$ cat src/rtl/wavegen_pkg.sv
package wavegen_pkg;

    // Per-event output action code
    typedef enum logic [1:0] {
        ACT_NONE = 2'b00,
        ACT_SET  = 2'b01,
        ACT_CLR  = 2'b10,
        ACT_TGL  = 2'b11
    } act_e;

    // Actions for one output: on its duty match, on period wrap, on trigger
    typedef struct packed {
        act_e on_trig;
        act_e on_period;
        act_e on_duty;
    } out_act_t;

    typedef enum logic {
        ST_HALTED   = 1'b0,
        ST_COUNTING = 1'b1
    } run_state_e;

    localparam int unsigned ADDR_W = 5;
    localparam int unsigned MODE_W = 16;

    localparam logic [ADDR_W-1:0] ADR_CMD    = 5'h00;
    localparam logic [ADDR_W-1:0] ADR_MODE   = 5'h04;
    localparam logic [ADDR_W-1:0] ADR_CNT    = 5'h10;
    localparam logic [ADDR_W-1:0] ADR_DUTY_A = 5'h14;
    localparam logic [ADDR_W-1:0] ADR_DUTY_B = 5'h18;
    localparam logic [ADDR_W-1:0] ADR_PERIOD = 5'h1C;

    localparam int unsigned CMD_START_BIT = 0;
    localparam int unsigned CMD_STOP_BIT  = 1;
    localparam int unsigned CMD_TRIG_BIT  = 2;

    function automatic logic apply_act(input logic cur, input act_e act);
        logic res;
        unique case (act)
            ACT_NONE: res = cur;
            ACT_SET:  res = 1'b1;
            ACT_CLR:  res = 1'b0;
            ACT_TGL:  res = ~cur;
        endcase
        return res;
    endfunction

endpackage

$ cat src/rtl/wavegen_regs.sv
module wavegen_regs
    import wavegen_pkg::*;
#(
    parameter int unsigned DATA_W = 32,
    parameter int unsigned CNT_W  = 16,
    parameter int unsigned SEL_W  = 3
) (
    input  logic              clk,
    input  logic              rst_n,
    input  logic              wr_en,
    input  logic [ADDR_W-1:0] addr,
    input  logic [DATA_W-1:0] wr_data,
    output logic [DATA_W-1:0] rd_data,
    input  logic [CNT_W-1:0]  cnt_val,
    output logic              cmd_start,
    output logic              cmd_stop,
    output logic              cmd_trig,
    output logic [SEL_W-1:0]  clk_sel,
    output logic              wave_en,
    output out_act_t          act_a,
    output out_act_t          act_b,
    output logic [CNT_W-1:0]  duty_a,
    output logic [CNT_W-1:0]  duty_b,
    output logic [CNT_W-1:0]  period
);
    localparam int unsigned WAVE_BIT = SEL_W;
    localparam int unsigned ACT_LSB  = SEL_W + 1;

    logic [MODE_W-1:0] mode_q;
    logic              cmd_hit;
    logic              unused_hi;

    assign unused_hi = ^wr_data[DATA_W-1:MODE_W];

    // Command bits are pulses decoded straight from the write
    assign cmd_hit   = wr_en && (addr == ADR_CMD);
    assign cmd_start = cmd_hit && wr_data[CMD_START_BIT];
    assign cmd_stop  = cmd_hit && wr_data[CMD_STOP_BIT];
    assign cmd_trig  = cmd_hit && wr_data[CMD_TRIG_BIT];

    always_ff @(posedge clk or negedge rst_n) begin
        if (!rst_n) begin
            mode_q <= '0;
            duty_a <= '0;
            duty_b <= '0;
            period <= '0;
        end else if (wr_en) begin
            case (addr)
                ADR_MODE:   mode_q <= wr_data[MODE_W-1:0];
                ADR_DUTY_A: duty_a <= wr_data[CNT_W-1:0];
                ADR_DUTY_B: duty_b <= wr_data[CNT_W-1:0];
                ADR_PERIOD: period <= wr_data[CNT_W-1:0];
                default:    ;
            endcase
        end
    end

    // Mode field decode
    assign clk_sel = mode_q[SEL_W-1:0];
    assign wave_en = mode_q[WAVE_BIT];
    assign act_a   = out_act_t'(mode_q[ACT_LSB +: 6]);
    assign act_b   = out_act_t'(mode_q[ACT_LSB+6 +: 6]);

    always_comb begin
        rd_data = '0;
        case (addr)
            ADR_MODE:   rd_data = DATA_W'(mode_q);
            ADR_CNT:    rd_data = DATA_W'(cnt_val);
            ADR_DUTY_A: rd_data = DATA_W'(duty_a);
            ADR_DUTY_B: rd_data = DATA_W'(duty_b);
            ADR_PERIOD: rd_data = DATA_W'(period);
            default:    rd_data = '0;
        endcase
    end

endmodule

$ cat src/rtl/wavegen_tick_sel.sv
module wavegen_tick_sel #(
    parameter int unsigned NUM_SRC = 5,
    parameter int unsigned SEL_W   = 3
) (
    input  logic [NUM_SRC-1:0] tick_in,
    input  logic [SEL_W-1:0]   sel,
    output logic               tick
);
    logic [NUM_SRC-1:0] hit;

    generate
        for (genvar g = 0; g < NUM_SRC; g++) begin : g_src
            assign hit[g] = tick_in[g] && (sel == SEL_W'(g));
        end
    endgenerate

    // Select codes past the last source match nothing
    assign tick = |hit;

endmodule

$ cat src/rtl/wavegen_core.sv
module wavegen_core
    import wavegen_pkg::*;
#(
    parameter int unsigned CNT_W = 16
) (
    input  logic             clk,
    input  logic             rst_n,
    input  logic             cmd_start,
    input  logic             cmd_stop,
    input  logic             cmd_trig,
    input  logic             tick,
    input  logic             wave_en,
    input  logic [CNT_W-1:0] period,
    output logic [CNT_W-1:0] cnt_q,
    output logic             running,
    output logic             adv,
    output logic             wrap
);
    run_state_e state_q;
    run_state_e state_d;

    // State register
    always_ff @(posedge clk or negedge rst_n) begin
        if (!rst_n) state_q <= ST_HALTED;
        else        state_q <= state_d;
    end

    // Transitions START and STOP
    always_comb begin
        state_d = state_q;
        unique case (state_q)
            ST_HALTED:   if (cmd_start && !cmd_stop) state_d = ST_COUNTING;
            ST_COUNTING: if (cmd_stop)               state_d = ST_HALTED;
        endcase
    end

    // State outputs
    always_comb begin
        running = (state_q == ST_COUNTING);
        adv     = running && tick && !cmd_trig;
        wrap    = adv && wave_en && (cnt_q == period);
    end

    always_ff @(posedge clk or negedge rst_n) begin
        if (!rst_n)        cnt_q <= '0;
        else if (cmd_trig) cnt_q <= '0;
        else if (wrap)     cnt_q <= '0;
        else if (adv)      cnt_q <= cnt_q + CNT_W'(1);
    end

endmodule

$ cat src/rtl/wavegen_out_unit.sv
module wavegen_out_unit
    import wavegen_pkg::*;
#(
    parameter int unsigned CNT_W = 16
) (
    input  logic             clk,
    input  logic             rst_n,
    input  logic             wave_en,
    input  logic             adv,
    input  logic             wrap,
    input  logic             trig,
    input  logic [CNT_W-1:0] cnt,
    input  logic [CNT_W-1:0] duty,
    input  out_act_t         act,
    output logic             wave_out
);
    logic hit_duty;
    logic nxt;

    assign hit_duty = adv && wave_en && (cnt == duty);

    // Trigger first, then period wrap (if it has an action), then duty
    always_comb begin
        nxt = wave_out;
        if (wave_en) begin
            if (trig)
                nxt = apply_act(wave_out, act.on_trig);
            else if (wrap && (act.on_period != ACT_NONE))
                nxt = apply_act(wave_out, act.on_period);
            else if (hit_duty)
                nxt = apply_act(wave_out, act.on_duty);
        end
    end

    always_ff @(posedge clk or negedge rst_n) begin
        if (!rst_n) wave_out <= 1'b0;
        else        wave_out <= nxt;
    end

endmodule

$ cat src/rtl/dual_cmp_wavegen.sv
module dual_cmp_wavegen
    import wavegen_pkg::*;
#(
    parameter int unsigned DATA_W  = 32,
    parameter int unsigned CNT_W   = 16,
    parameter int unsigned NUM_SRC = 5,
    parameter int unsigned SEL_W   = 3
) (
    input  logic               clk,
    input  logic               rst_n,
    input  logic               wr_en,
    input  logic [ADDR_W-1:0]  addr,
    input  logic [DATA_W-1:0]  wr_data,
    output logic [DATA_W-1:0]  rd_data,
    input  logic [NUM_SRC-1:0] tick_in,
    output logic               wave_a,
    output logic               wave_b
);
    localparam int unsigned NUM_OUT = 2;

    logic             cmd_start;
    logic             cmd_stop;
    logic             cmd_trig;
    logic [SEL_W-1:0] clk_sel;
    logic             wave_en;
    out_act_t         act_a;
    out_act_t         act_b;
    logic [CNT_W-1:0] duty_a;
    logic [CNT_W-1:0] duty_b;
    logic [CNT_W-1:0] period_q;
    logic [CNT_W-1:0] cnt_q;
    logic             tick;
    logic             running;
    logic             adv;
    logic             wrap;

    out_act_t         act_v  [NUM_OUT];
    logic [CNT_W-1:0] duty_v [NUM_OUT];
    logic [NUM_OUT-1:0] wave_v;

    wavegen_regs #(
        .DATA_W (DATA_W),
        .CNT_W  (CNT_W),
        .SEL_W  (SEL_W)
    ) regs_i (
        .clk       (clk),
        .rst_n     (rst_n),
        .wr_en     (wr_en),
        .addr      (addr),
        .wr_data   (wr_data),
        .rd_data   (rd_data),
        .cnt_val   (cnt_q),
        .cmd_start (cmd_start),
        .cmd_stop  (cmd_stop),
        .cmd_trig  (cmd_trig),
        .clk_sel   (clk_sel),
        .wave_en   (wave_en),
        .act_a     (act_a),
        .act_b     (act_b),
        .duty_a    (duty_a),
        .duty_b    (duty_b),
        .period    (period_q)
    );

    wavegen_tick_sel #(
        .NUM_SRC (NUM_SRC),
        .SEL_W   (SEL_W)
    ) sel_i (
        .tick_in (tick_in),
        .sel     (clk_sel),
        .tick    (tick)
    );

    wavegen_core #(
        .CNT_W (CNT_W)
    ) core_i (
        .clk       (clk),
        .rst_n     (rst_n),
        .cmd_start (cmd_start),
        .cmd_stop  (cmd_stop),
        .cmd_trig  (cmd_trig),
        .tick      (tick),
        .wave_en   (wave_en),
        .period    (period_q),
        .cnt_q     (cnt_q),
        .running   (running),
        .adv       (adv),
        .wrap      (wrap)
    );

    assign act_v[0]  = act_a;
    assign act_v[1]  = act_b;
    assign duty_v[0] = duty_a;
    assign duty_v[1] = duty_b;

    generate
        for (genvar g = 0; g < NUM_OUT; g++) begin : g_out
            wavegen_out_unit #(
                .CNT_W (CNT_W)
            ) out_i (
                .clk      (clk),
                .rst_n    (rst_n),
                .wave_en  (wave_en),
                .adv      (adv),
                .wrap     (wrap),
                .trig     (cmd_trig),
                .cnt      (cnt_q),
                .duty     (duty_v[g]),
                .act      (act_v[g]),
                .wave_out (wave_v[g])
            );
        end
    endgenerate

    assign wave_a = wave_v[0];
    assign wave_b = wave_v[1];

endmodule

$ cat config.mk
export PLATFORM = sky130hd
export DESIGN_NAME = dual_cmp_wavegen
export DESIGN_NICKNAME = d
export VERILOG_FILES = /design/src/rtl/wavegen_pkg.sv /design/src/rtl/wavegen_regs.sv /design/src/rtl/wavegen_tick_sel.sv /design/src/rtl/wavegen_core.sv /design/src/rtl/wavegen_out_unit.sv /design/src/rtl/dual_cmp_wavegen.sv
export SDC_FILE = /design/constraint.sdc
export NUM_CORES = 1
export LEC_CHECK = 0
export BUFFER_PORTS_ARGS = -buffer_cell sky130_fd_sc_hd__buf_2
export CORE_ASPECT_RATIO = 0.6
export CORE_MARGIN = 10
export CORE_UTILIZATION = 50
export DETAILED_ROUTE_END_ITERATION = 8
export MAX_ROUTING_LAYER = met4
export PLACE_DENSITY = 0.72
export REMOVE_ABC_BUFFERS = 1
export SETUP_SLACK_MARGIN = 0.02
export SYNTH_ARGS = -nofsm -noshare
export SYNTH_HDL_FRONTEND = slang
export SYNTH_HIERARCHICAL = 1
export SYNTH_SLANG_ARGS = --single-unit
$ cat constraint.sdc
create_clock -name clk -period 2.9 [get_ports clk]
set_input_delay 0.435 -clock clk [delete_from_list [all_inputs] [get_ports clk]]
set_output_delay 0.435 -clock clk [all_outputs]
set_load 0.02 [all_outputs]
[Word level (Yosys, flattened, before mapping)]
Cells that the tools add are included.
Word-level totals
  output and inout bits: 34
  logic and storage cells: 107
  input port bits: 45
  flip-flop bits (word level): 83
Cells by class
  reduce and logical (&&, ||, !) cells: 40
  bitwise logic cells: 3
  equality and inequality tests: 36
  mux-type cells: 19
  $add $sub $neg: 1
Operator list (count)
  16-bit case mux with 5 select lines: 1
  16-bit equality test: 3
  16-bit two-way mux: 3
  2-bit equality test, second input constant: 12
  5-bit equality test, second input constant: 4
  1-bit logical AND: 18
  1-bit case mux with 3 select lines: 6
  16-bit by 1-bit adder with 16-bit output, second input constant: 1
  2-bit by 1-bit equality test with 1-bit output, second input constant: 6
  2-bit zero test: 6
  5-bit AND reduction: 2
  3-bit nonzero test: 3
  1-bit two-way mux: 8
  2-bit AND reduction: 4
  3-bit by 2-bit equality test with 1-bit output, second input constant: 2
  3-bit by 2-bit inequality test with 1-bit output, second input constant: 2
  3-bit inequality test, second input constant: 2
  5-bit by 3-bit equality test with 1-bit output, second input constant: 1
  5-bit zero test: 1
  5-bit OR reduction: 1
  2-bit inequality test, second input constant: 2
  2-bit nonzero test: 2
  3-bit by 1-bit equality test with 1-bit output, second input constant: 1
  3-bit equality test, second input constant: 1
  other kinds (4): 7

[Depth between registers and ports, before layout]
Gate-level depths: netlist of the first run.
  depth in word-level cells: 10
  mapped depth: 12

[Hierarchy]
The synthesis of the first run kept the hierarchy.
Modules (own cells, without submodules)
  wavegen_regs: times used 1, cells each 259, seq. area each 1601.5 um2, area an instance 3301.9 um2
  wavegen_core: times used 1, cells each 109, seq. area each 425.4 um2, area an instance 1018.5 um2
  wavegen_out_unit: times used 2, cells each 43, seq. area each 25.0 um2, area an instance 327.8 um2
  wavegen_tick_sel: times used 1, cells each 6, seq. area each 0.0 um2, area an instance 53.8 um2

[Worst setup path before layout of the first run]
Ideal clock, no wire load.
  path type: input -> register
  from: in addr[2]
  to: reg g_out[0].out_i.wave_out
  setup slack: -13 ps
  cell stages on the path: 12
  library setup time: 99 ps
  data arrival time: 2813 ps
  required time: 2801 ps
  cells stage by stage: buf_4 -> buf_1 -> nor2_1 -> and3_1 -> and2_1 -> nor2_1 -> nand4_1 -> nor3_1 -> a21oi_1 -> a31oi_1 -> o2bb2ai_1 -> a311oi_1
Between the ends
  longest elaborated chain between the ends: 10
Ends and longest elaborated chain
  start: declaration: RTL line dual_cmp_wavegen.sv:12  | input logic [ADDR_W-1:0] addr,
  5-bit zero test *: RTL line wavegen_regs.sv:36  | assign cmd_hit = wr_en && (addr == ADR_CMD);
  1-bit logical AND *: RTL line wavegen_regs.sv:36
  1-bit logical AND *: RTL line wavegen_regs.sv:39  | assign cmd_trig = cmd_hit && wr_data[CMD_TRIG_BIT];
  named net cmd_trig: RTL line dual_cmp_wavegen.sv:23  | logic cmd_trig;
  1-bit zero test *: RTL line wavegen_core.sv:40  | adv = running && tick && !cmd_trig;
  1-bit logical AND *: RTL line wavegen_core.sv:40
  named net adv: RTL line dual_cmp_wavegen.sv:34  | logic adv;
  1-bit logical AND * (2 in series): RTL line wavegen_core.sv:41  | wrap = adv && wave_en && (cnt_q == period);
  named net wrap: RTL line dual_cmp_wavegen.sv:35  | logic wrap;
  1-bit logical AND *: RTL line wavegen_out_unit.sv:28  | else if (wrap && (act.on_period != ACT_NONE))
  3-bit by 2-bit inequality test with 1-bit output (no source line) (tied with other cells)
  5-bit AND reduction (no source line) / 1-bit two-way mux (equally long branches)
  end signal: assignment: RTL line wavegen_out_unit.sv:37  | else wave_out <= nxt;
  end: declaration: RTL line wavegen_out_unit.sv:15  | output logic wave_out
Mark *: on every way through the listed nets, which the timed path passes. The rest lies on a longest branch.
A chain may end at the register's enable or synchronous reset.

[Worst setup path after layout of the first run]
  from: reg regs_i.mode_q[2]
  to: reg g_out[1].out_i.wave_out
Between the ends
  longest elaborated chain between the ends: 10
Ends and longest elaborated chain
  start: declaration: RTL line wavegen_regs.sv:29  | logic [MODE_W-1:0] mode_q;
  start signal: assignment: RTL line wavegen_regs.sv:49  | ADR_MODE: mode_q <= wr_data[MODE_W-1:0];
  3-bit by 1-bit equality test with 1-bit output (tied with other cells): RTL line wavegen_tick_sel.sv:13  | assign hit[g] = tick_in[g] && (sel == SEL_W'(g));
  1-bit logical AND: RTL line wavegen_tick_sel.sv:13
  5-bit OR reduction *: RTL line wavegen_tick_sel.sv:18  | assign tick = |hit;
  named net tick: RTL line dual_cmp_wavegen.sv:32  | logic tick;
  1-bit logical AND * (2 in series): RTL line wavegen_core.sv:40
  named net adv: RTL line dual_cmp_wavegen.sv:34
  1-bit logical AND * (2 in series): RTL line wavegen_core.sv:41
  named net wrap: RTL line dual_cmp_wavegen.sv:35
  1-bit logical AND *: RTL line wavegen_out_unit.sv:28
  3-bit by 2-bit inequality test with 1-bit output (no source line) (tied with other cells)
  5-bit AND reduction (no source line) / 1-bit two-way mux (equally long branches)
  end signal: assignment: RTL line wavegen_out_unit.sv:37
  end: declaration: RTL line wavegen_out_unit.sv:15
Marked as above.

==> results.sh, run 1 <==
export IMPL_grt_usage_pct=20.09
export IMPL_fmaxAchievable_mhz=362.4
export IMPL_io_pins=79
export IMPL_slowest_stage="dfrtp_1"
export IMPL_cts_sinks=83
export IMPL_critPathKind="reg2reg"
export IMPL_n_antenna_cell=0
export IMPL_p_leak_nw=2.503
export IMPL_fin_setup_tns_ns=0
export IMPL_fillCellCount=843
export IMPL_yosys_warnings=6
export IMPL_timing_final_crit_share_pct=95.16
export IMPL_gp_congestion=0.9362
export IMPL_worst_r2r_setup_slack_ns=0.14
export IMPL_wl_met3_mm=1.525
export IMPL_synth_compound_area_share_pct=7.114
export IMPL_rows=28
export IMPL_synth_fa_ha_area_share_pct=0.2488
export IMPL_reg2reg_depth=12
export IMPL_synth_xor_area_share_pct=11.27
export IMPL_syn_to_final_growth_pct=13.03
export IMPL_rr_startpoint="regs_i/mode_q[2]"
export IMPL_routed_via_density=6.095
export IMPL_max_cap_violations=0
export IMPL_grt_pass1_wl_mm=22.54
export IMPL_finalWirelength_mm=14.19
export IMPL_num_vias=3968
export IMPL_synth_mux_area_share_pct=18.63
export IMPL_first_pass_iters=5
export IMPL_cts_buffers_inserted=9
export IMPL_drive_gt1_share_pct=31.98
export IMPL_synth_async_sr_flop_share_pct=100.0
export IMPL_drc_errors=0
export IMPL_coreArea_um2=9844
export IMPL_switchingPower_mw=1.108
export IMPL_synth_edf_count=0
export IMPL_finalMaxSlewViolations=0
export IMPL_cp_data_required_time_ns=3.15
export IMPL_synth_area_um2=5030
export IMPL_crit_path_end_kind="flip-flop"
export IMPL_internal_power_mw=2.426
export IMPL_gr_total_overflow=0
export IMPL_post_cts_resized=0
export IMPL_status="complete, no violations"
export IMPL_start_util_pct=51.09
export IMPL_clock_latency_ns=0.35
export IMPL_fin_skew_ns=0.006675
export IMPL_slowest_delay_ns=0.44
export IMPL_ctsHoldBuffers=0
export IMPL_path_clk_slew_ns=0.06
export IMPL_portBuffers=46
export IMPL_synth_seq_cells=83
export IMPL_yosys_area_share_simple_pct=15.90
export IMPL_place_worst_setup_slack_ns=0.1825
export IMPL_die_h_um=97.69
export IMPL_grt_pass1_vias=3978
export IMPL_multiInputGateArea_um2=2740
export IMPL_antenna_found_initial=0
export IMPL_ir_drop_mv=0.3390
export IMPL_finalNetCount=557
export IMPL_clockPowerShare_pct=32.7
export IMPL_critPathBufInv=2
export IMPL_grt_max_degree=50
export IMPL_postSynthAreaPerCell_um2=10.93
export IMPL_dieArea_um2=14600
export IMPL_setup_viol=0
export IMPL_synth_largest_area_cell="dfrtp_1"
export IMPL_syn_inst=460
export IMPL_hp_class="in2async"
export IMPL_cts_buffer_depth=2
export IMPL_drtIter0Drc=386
export IMPL_swShare_pct=31.35
export IMPL_final_util_pct=57.75
export IMPL_dp_hpwl_mm=9.944
export IMPL_regArea_um2=2077
export IMPL_final_min_clock_period_ns=2.760
export IMPL_ant_nets=0
export IMPL_routedWlPerCell_um=21.79
export IMPL_synth_cell_types=52
export IMPL_timing_critical_path_mode_cell="buf_4"
export IMPL_topRoutingLayerUsed="met4"
export IMPL_ctsRootBufferMaster="clkbuf_16"
export IMPL_die_w_um=149.5
export IMPL_critPathLaunchType="flip-flop"
export IMPL_ys_flop_type="dfrtp_1"
export IMPL_synth_top_cell_area_share_pct=41.29
export IMPL_seq_power_share_pct=46.2
export IMPL_crit_chain="mux2i_1 > o311ai_1 > nand2_1 > nor2_1 > nand4_1 > buf_4 > nor3_1 > buf_4 > a21oi_1 > a31oi_1 > o2bb2ai_1 > a311oi_1"
export IMPL_worstPathMaxFanout=8
export IMPL_layout_setup_ws_ns=0.1405
export IMPL_r2r_end="g_out[1].out_i/wave_out"
export IMPL_postCtsSetupBuffers=0
export IMPL_h_tree_depth=3
export IMPL_routedLengthMet1_mm=6.617
export IMPL_crit_arrival_ns=3.01
export IMPL_rsz0062_at_grt="false"
export IMPL_cts_tree="built"
export IMPL_netlist_top_cells_area="dfrtp_1 41%, mux2_2 15%, xnor2_1 7.5%"
export IMPL_hold_viol_final=0
export IMPL_path_delay_family="compound AO/OA/AOI/OAI gates"
export IMPL_synth_top_family_by_area="multiplexers"
export IMPL_routed_wl_met2_mm=5.883
export IMPL_yosysSeqAreaShare_pct=41.29
export IMPL_combPwrFrac_pct=21.2
export IMPL_powerDensity_nw_per_um2=621.6
-- logic make-up (layout without fill, tap and decap cells) --
| family | Yosys count | count (layout) |
|---|---|---|
| muxes | 82 | 82 |
| other | 1 | 16 |
| and+or+nand+nor | 137 | 137 |
| buffers and inverters | 46 | 87 |
| xor gates and xnor gates | 63 | 63 |
| AOI/OAI and AO/OA | 47 | 47 |
| adders and majority gates | 1 | 1 |
| DFF | 83 | 83 |
-- per-stage QoR --
stage                     cells  hold WS, ns  power [mW]  cell area (µm²)
after floorplan             437       0.1394       2.078             4841
after global placement      634       0.4138       2.346             5381
final                       651      0.04191       3.534             5685
after CTS                   650      0.06785       3.524             5678
after global routing        651      0.08163       3.689             5685
after detailed placement    634       0.4292       2.376             5381
-- power groups by stage --
| stage | registers (mW) | clock network (mW) | logic, mW |
|---|---|---|---|
| floorplan | 1.56 | 0 | 0.522 |
| global placement | 1.63 | 0 | 0.715 |
| detailed placement | 1.64 | 0 | 0.731 |
| CTS | 1.62 | 1.16 | 0.738 |
| global route | 1.66 | 1.22 | 0.810 |
| finish | 1.63 | 1.15 | 0.748 |
-- worst max-delay path by stage --
| stage | startpoint | slack [ns] | cells past startpoint | to |
|---|---|---|---|---|
| after floorplan | addr[3] | 0.31 | 10 | g_out[0].out_i/wave_out |
| after global placement | tick_in[4] | 0.25 | 12 | g_out[0].out_i/wave_out |
| after detailed placement | tick_in[4] | 0.18 | 12 | g_out[1].out_i/wave_out |
| after CTS | regs_i/mode_q[2] | 0.12 | 11 | g_out[1].out_i/wave_out |
| after global routing | regs_i/mode_q[2] | 0.03 | 12 | g_out[1].out_i/wave_out |
| final | regs_i/mode_q[2] | 0.14 | 12 | g_out[1].out_i/wave_out |
-- cell type report --
class                           count  share of cell area [%]
Inverter                            8                  0.5282
Sequential cell                    83                   36.53
Clock buffer                       12                   4.335
Clock inverter                      4                  0.8803
Tap cell                          135                   2.971
Timing Repair Buffer               63                   6.558
Multi-Input combinational cell    346                   48.20
-- sequential cells by signal, summed over array words and instances (netlist names) --
name and flops:
regs_i/duty_a 16, core_i/cnt_q 16, regs_i/mode_q 16, regs_i/duty_b 16
core_i/running 1, g_out.out_i/wave_out 2, regs_i/period 16
-- per-layer routing --
metal	vias to the layer above	global-route usage [%]
li1	1756	-
met1	1999	28.03
met2	195	27.24
met3	18	7.209
met4	0	3.681
met5	-	-
-- synth_stat cells (all sizes together), types with 2 or more instances --
master and instances:
nand2 10, nand4 29, clkbuf 10, nor2b 2
nand3 41, o21ai 8, nor2 31, a21oi 5
dfrtp 83, and2 4, mux2 80, a311oi 2
buf 28, inv 8, o2bb2ai 2, xnor2 45
o311ai 2, xor2 18, o2111ai 2, a32oi 15
nor3 6, o31ai 3, a31oi 4, and3 2
nor4 6, nor3b 2, a211oi 2, o211ai 2
-- cells in the final DEF (no fill, tap or decap), types with 2 or more instances in the layout --
master / n
buf_4: 17
o2bb2ai_1: 2
xor2_1: 18
nor3_1: 5
and3_1: 2
o211ai_1: 2
a32oi_1: 15
o2111ai_1: 2
nor2b_1: 2
dfrtp_1: 83
mux2_2: 69
inv_2: 2
nor2_1: 31
a211oi_1: 2
xnor2_1: 43
nor4_2: 2
mux2_1: 10
a311oi_1: 2
nand3_4: 2
clkinvlp_4: 2
o31ai_1: 2
inv_1: 6
clkbuf_1: 2
buf_2: 45
a21oi_1: 5
nor4_1: 4
nand2_1: 10
xnor2_2: 2
conb_1: 16
nand4_4: 2
and2_1: 3
nand3_1: 39
nand4_1: 27
clkbuf_16: 9
a31oi_1: 4
o21ai_0: 8
(Power assumes the default switching activity.)
==> run 2: changes to the inputs <==
Settings changed: MAX_ROUTING_LAYER met4 to unset, PLACE_DENSITY 0.72 to 0.75.
Clock period 2.9 ns to 2.3 ns, I/O delays scaled along.
==> results.sh, run 2 (synthesis results as in run 1) <==
export IMPL_max_cap_violations=0
export IMPL_ant_nets=0
export IMPL_antenna_found_initial=0
export IMPL_h_tree_depth=3
export IMPL_coreArea_um2=9844
export IMPL_ir_drop_mv=0.4599
export IMPL_routed_via_density=6.094
export IMPL_hold_viol_final=0
export IMPL_critPathLaunchType="flip-flop"
export IMPL_seq_power_share_pct=41.8
export IMPL_cts_tree="built"
export IMPL_setup_viol=2
export IMPL_finalMaxSlewViolations=0
export IMPL_crit_path_end_kind="flip-flop"
export IMPL_die_w_um=149.5
export IMPL_cp_startpoint="regs_i/mode_q[2]"
export IMPL_final_common_cell="dfrtp_1"
export IMPL_finalNetCount=579
export IMPL_grt_usage_pct=20.34
export IMPL_fin_skew_ns=0.004450
export IMPL_io_pins=79
export IMPL_num_vias=4101
export IMPL_path_delay_family="compound AO/OA/AOI/OAI gates"
export IMPL_dp_hpwl_mm=10.54
export IMPL_worstPathMaxFanout=8
export IMPL_slowest_delay_ns=0.40
export IMPL_cts_buffers_inserted=9
export IMPL_rr_startpoint="regs_i/mode_q[2]"
export IMPL_slowest_stage="dfrtp_1"
export IMPL_timing_final_crit_share_pct=103.2
export IMPL_grt_max_degree=47
export IMPL_ctsRootBufferMaster="clkbuf_16"
export IMPL_violations="setup timing"
export IMPL_critPathKind="reg2reg"
export IMPL_combPwrFrac_pct=22.7
export IMPL_fmaxAchievable_mhz=421.4
export IMPL_die_h_um=97.69
export IMPL_portBuffers=46
export IMPL_crit_chain="mux2i_1 > o311ai_2 > nand2_1 > nor2_2 > nand4_1 > nor3_2 > buf_4 > o21ai_0 > a21oi_1 > a211oi_1 > a311oi_1"
export IMPL_hold_ws_ns=0.2687
export IMPL_first_pass_iters=5
export IMPL_tightest_slew_ns=0.5098
export IMPL_layout_setup_ws_ns=-0.07309
export IMPL_syn_to_final_growth_pct=18.71
export IMPL_gr_total_overflow=0
export IMPL_p_leak_nw=2.660
export IMPL_crit_cells=11
export IMPL_internal_power_mw=3.406
export IMPL_status="finished, violations left"
export IMPL_worst_r2r_setup_slack_ns=-0.07
export IMPL_clock_latency_ns=0.34
export IMPL_drive_gt1_share_pct=36.43
export IMPL_hp_start="wr_data[8]"
export IMPL_grt_pass1_wl_mm=23.48
export IMPL_rows=28
export IMPL_rsz0062_at_grt="true"
export IMPL_dieArea_um2=14600
export IMPL_final_min_clock_period_ns=2.373
export IMPL_power_mw=4.853
export IMPL_grt_pass1_vias=4236
export IMPL_slew_headroom_pct=65.94
export IMPL_drtIter0Drc=415
export IMPL_mostFrequentLayoutCells="83 x dfrtp_1, 69 x mux2_2, 45 x buf_2"
export IMPL_gp_congestion=1.019
export IMPL_cp_data_required_time_ns=2.53
export IMPL_place_worst_setup_slack_ns=-0.07753
export IMPL_critPathBufInv=1
export IMPL_min_path_cells=2
export IMPL_fillCellCount=818
export IMPL_finalWirelength_mm=14.80
export IMPL_clockPowerShare_pct=35.6
export IMPL_start_util_pct=51.09
export IMPL_hp_class="in2reg"
export IMPL_switchingPower_mw=1.448
export IMPL_swShare_pct=29.83
export IMPL_path_clk_slew_ns=0.06
export IMPL_crit_arrival_ns=2.60
export IMPL_routedWlPerCell_um=22.00
export IMPL_n_antenna_cell=0
export IMPL_cts_buffer_depth=2
export IMPL_cts_sinks=83
export IMPL_powerDensity_nw_per_um2=812.9
export IMPL_drc_errors=0
export IMPL_reg2reg_depth=11
==> run 2: worst paths after layout <==
check / to
setup / recovery: g_out[0].out_i/wave_out
hold / removal: regs_i/period[8]
setup reg to reg: g_out[0].out_i/wave_out
hold reg to reg: regs_i/duty_a[1]
max in group asynchronous: regs_i/period[4]
min in group asynchronous: regs_i/duty_a[7]
==> run 2: through the flow <==
stage	instances	area [µm²]	utilization [%]	setup TNS, ns
after global placement	655	5552	56.39	-0.03030
final	673	5971	60.65	-0.09961
after global routing	673	5971	60.65	-0.3433
after CTS	673	5941	60.35	0
after floorplan	437	4841	-	-0.3987
after detailed placement	655	5552	56.39	-0.1114
==> run 2: final cells by class <==
type | count | area [µm²] | area share, %
timing repair buffer | 85 | 553.0 | 9.262
sequential | 83 | 2077 | 34.79
clock buffer | 12 | 266.5 | 4.464
inverter | 8 | 30.03 | 0.5029
multi-input combinational | 346 | 2780 | 46.56
tap | 135 | 168.9 | 2.829
clock inverter | 4 | 95.09 | 1.593
==> run 2: power groups by stage <==
stage | Sequential, mW | Combinational (mW) | Clock, mW
floorplan | 1.96 | 0.658 | 0
CTS | 2.01 | 1.08 | 1.74
finish | 2.03 | 1.10 | 1.73
global route | 2.06 | 1.19 | 1.81
detailed placement | 2.03 | 1.06 | 0
global placement | 2.01 | 1.03 | 0
==> run 2: metal layers <==
metal	share of wire (%)	track usage [%]	vias up
met5	0	0	-
met4	1.7	5.560	0
met3	9.1	7.163	31
met2	43	29.14	186
met1	46	28.12	2071
li1	-	-	1813
==> run 2: what timing repair did <==
item,4_1_cts,5_1_grt
setup endpoints to repair,2,4
setup buffers,1,0
pin swaps,3,11
hold buffers,1,0
gates resized for setup,2,8
endpoints found under the hold margin,37,0
==> run 2: worst register-to-register path: stages (launching register included) <==
cell and delay (ns):
dfrtp_1 0.40, mux2i_1 0.14, o311ai_2 0.27, nand2_1 0.15
nor2_2 0.16, nand4_1 0.17, nor3_2 0.19, buf_4 0.18
o21ai_0 0.11, a21oi_1 0.14, a211oi_1 0.07, a311oi_1 0.28
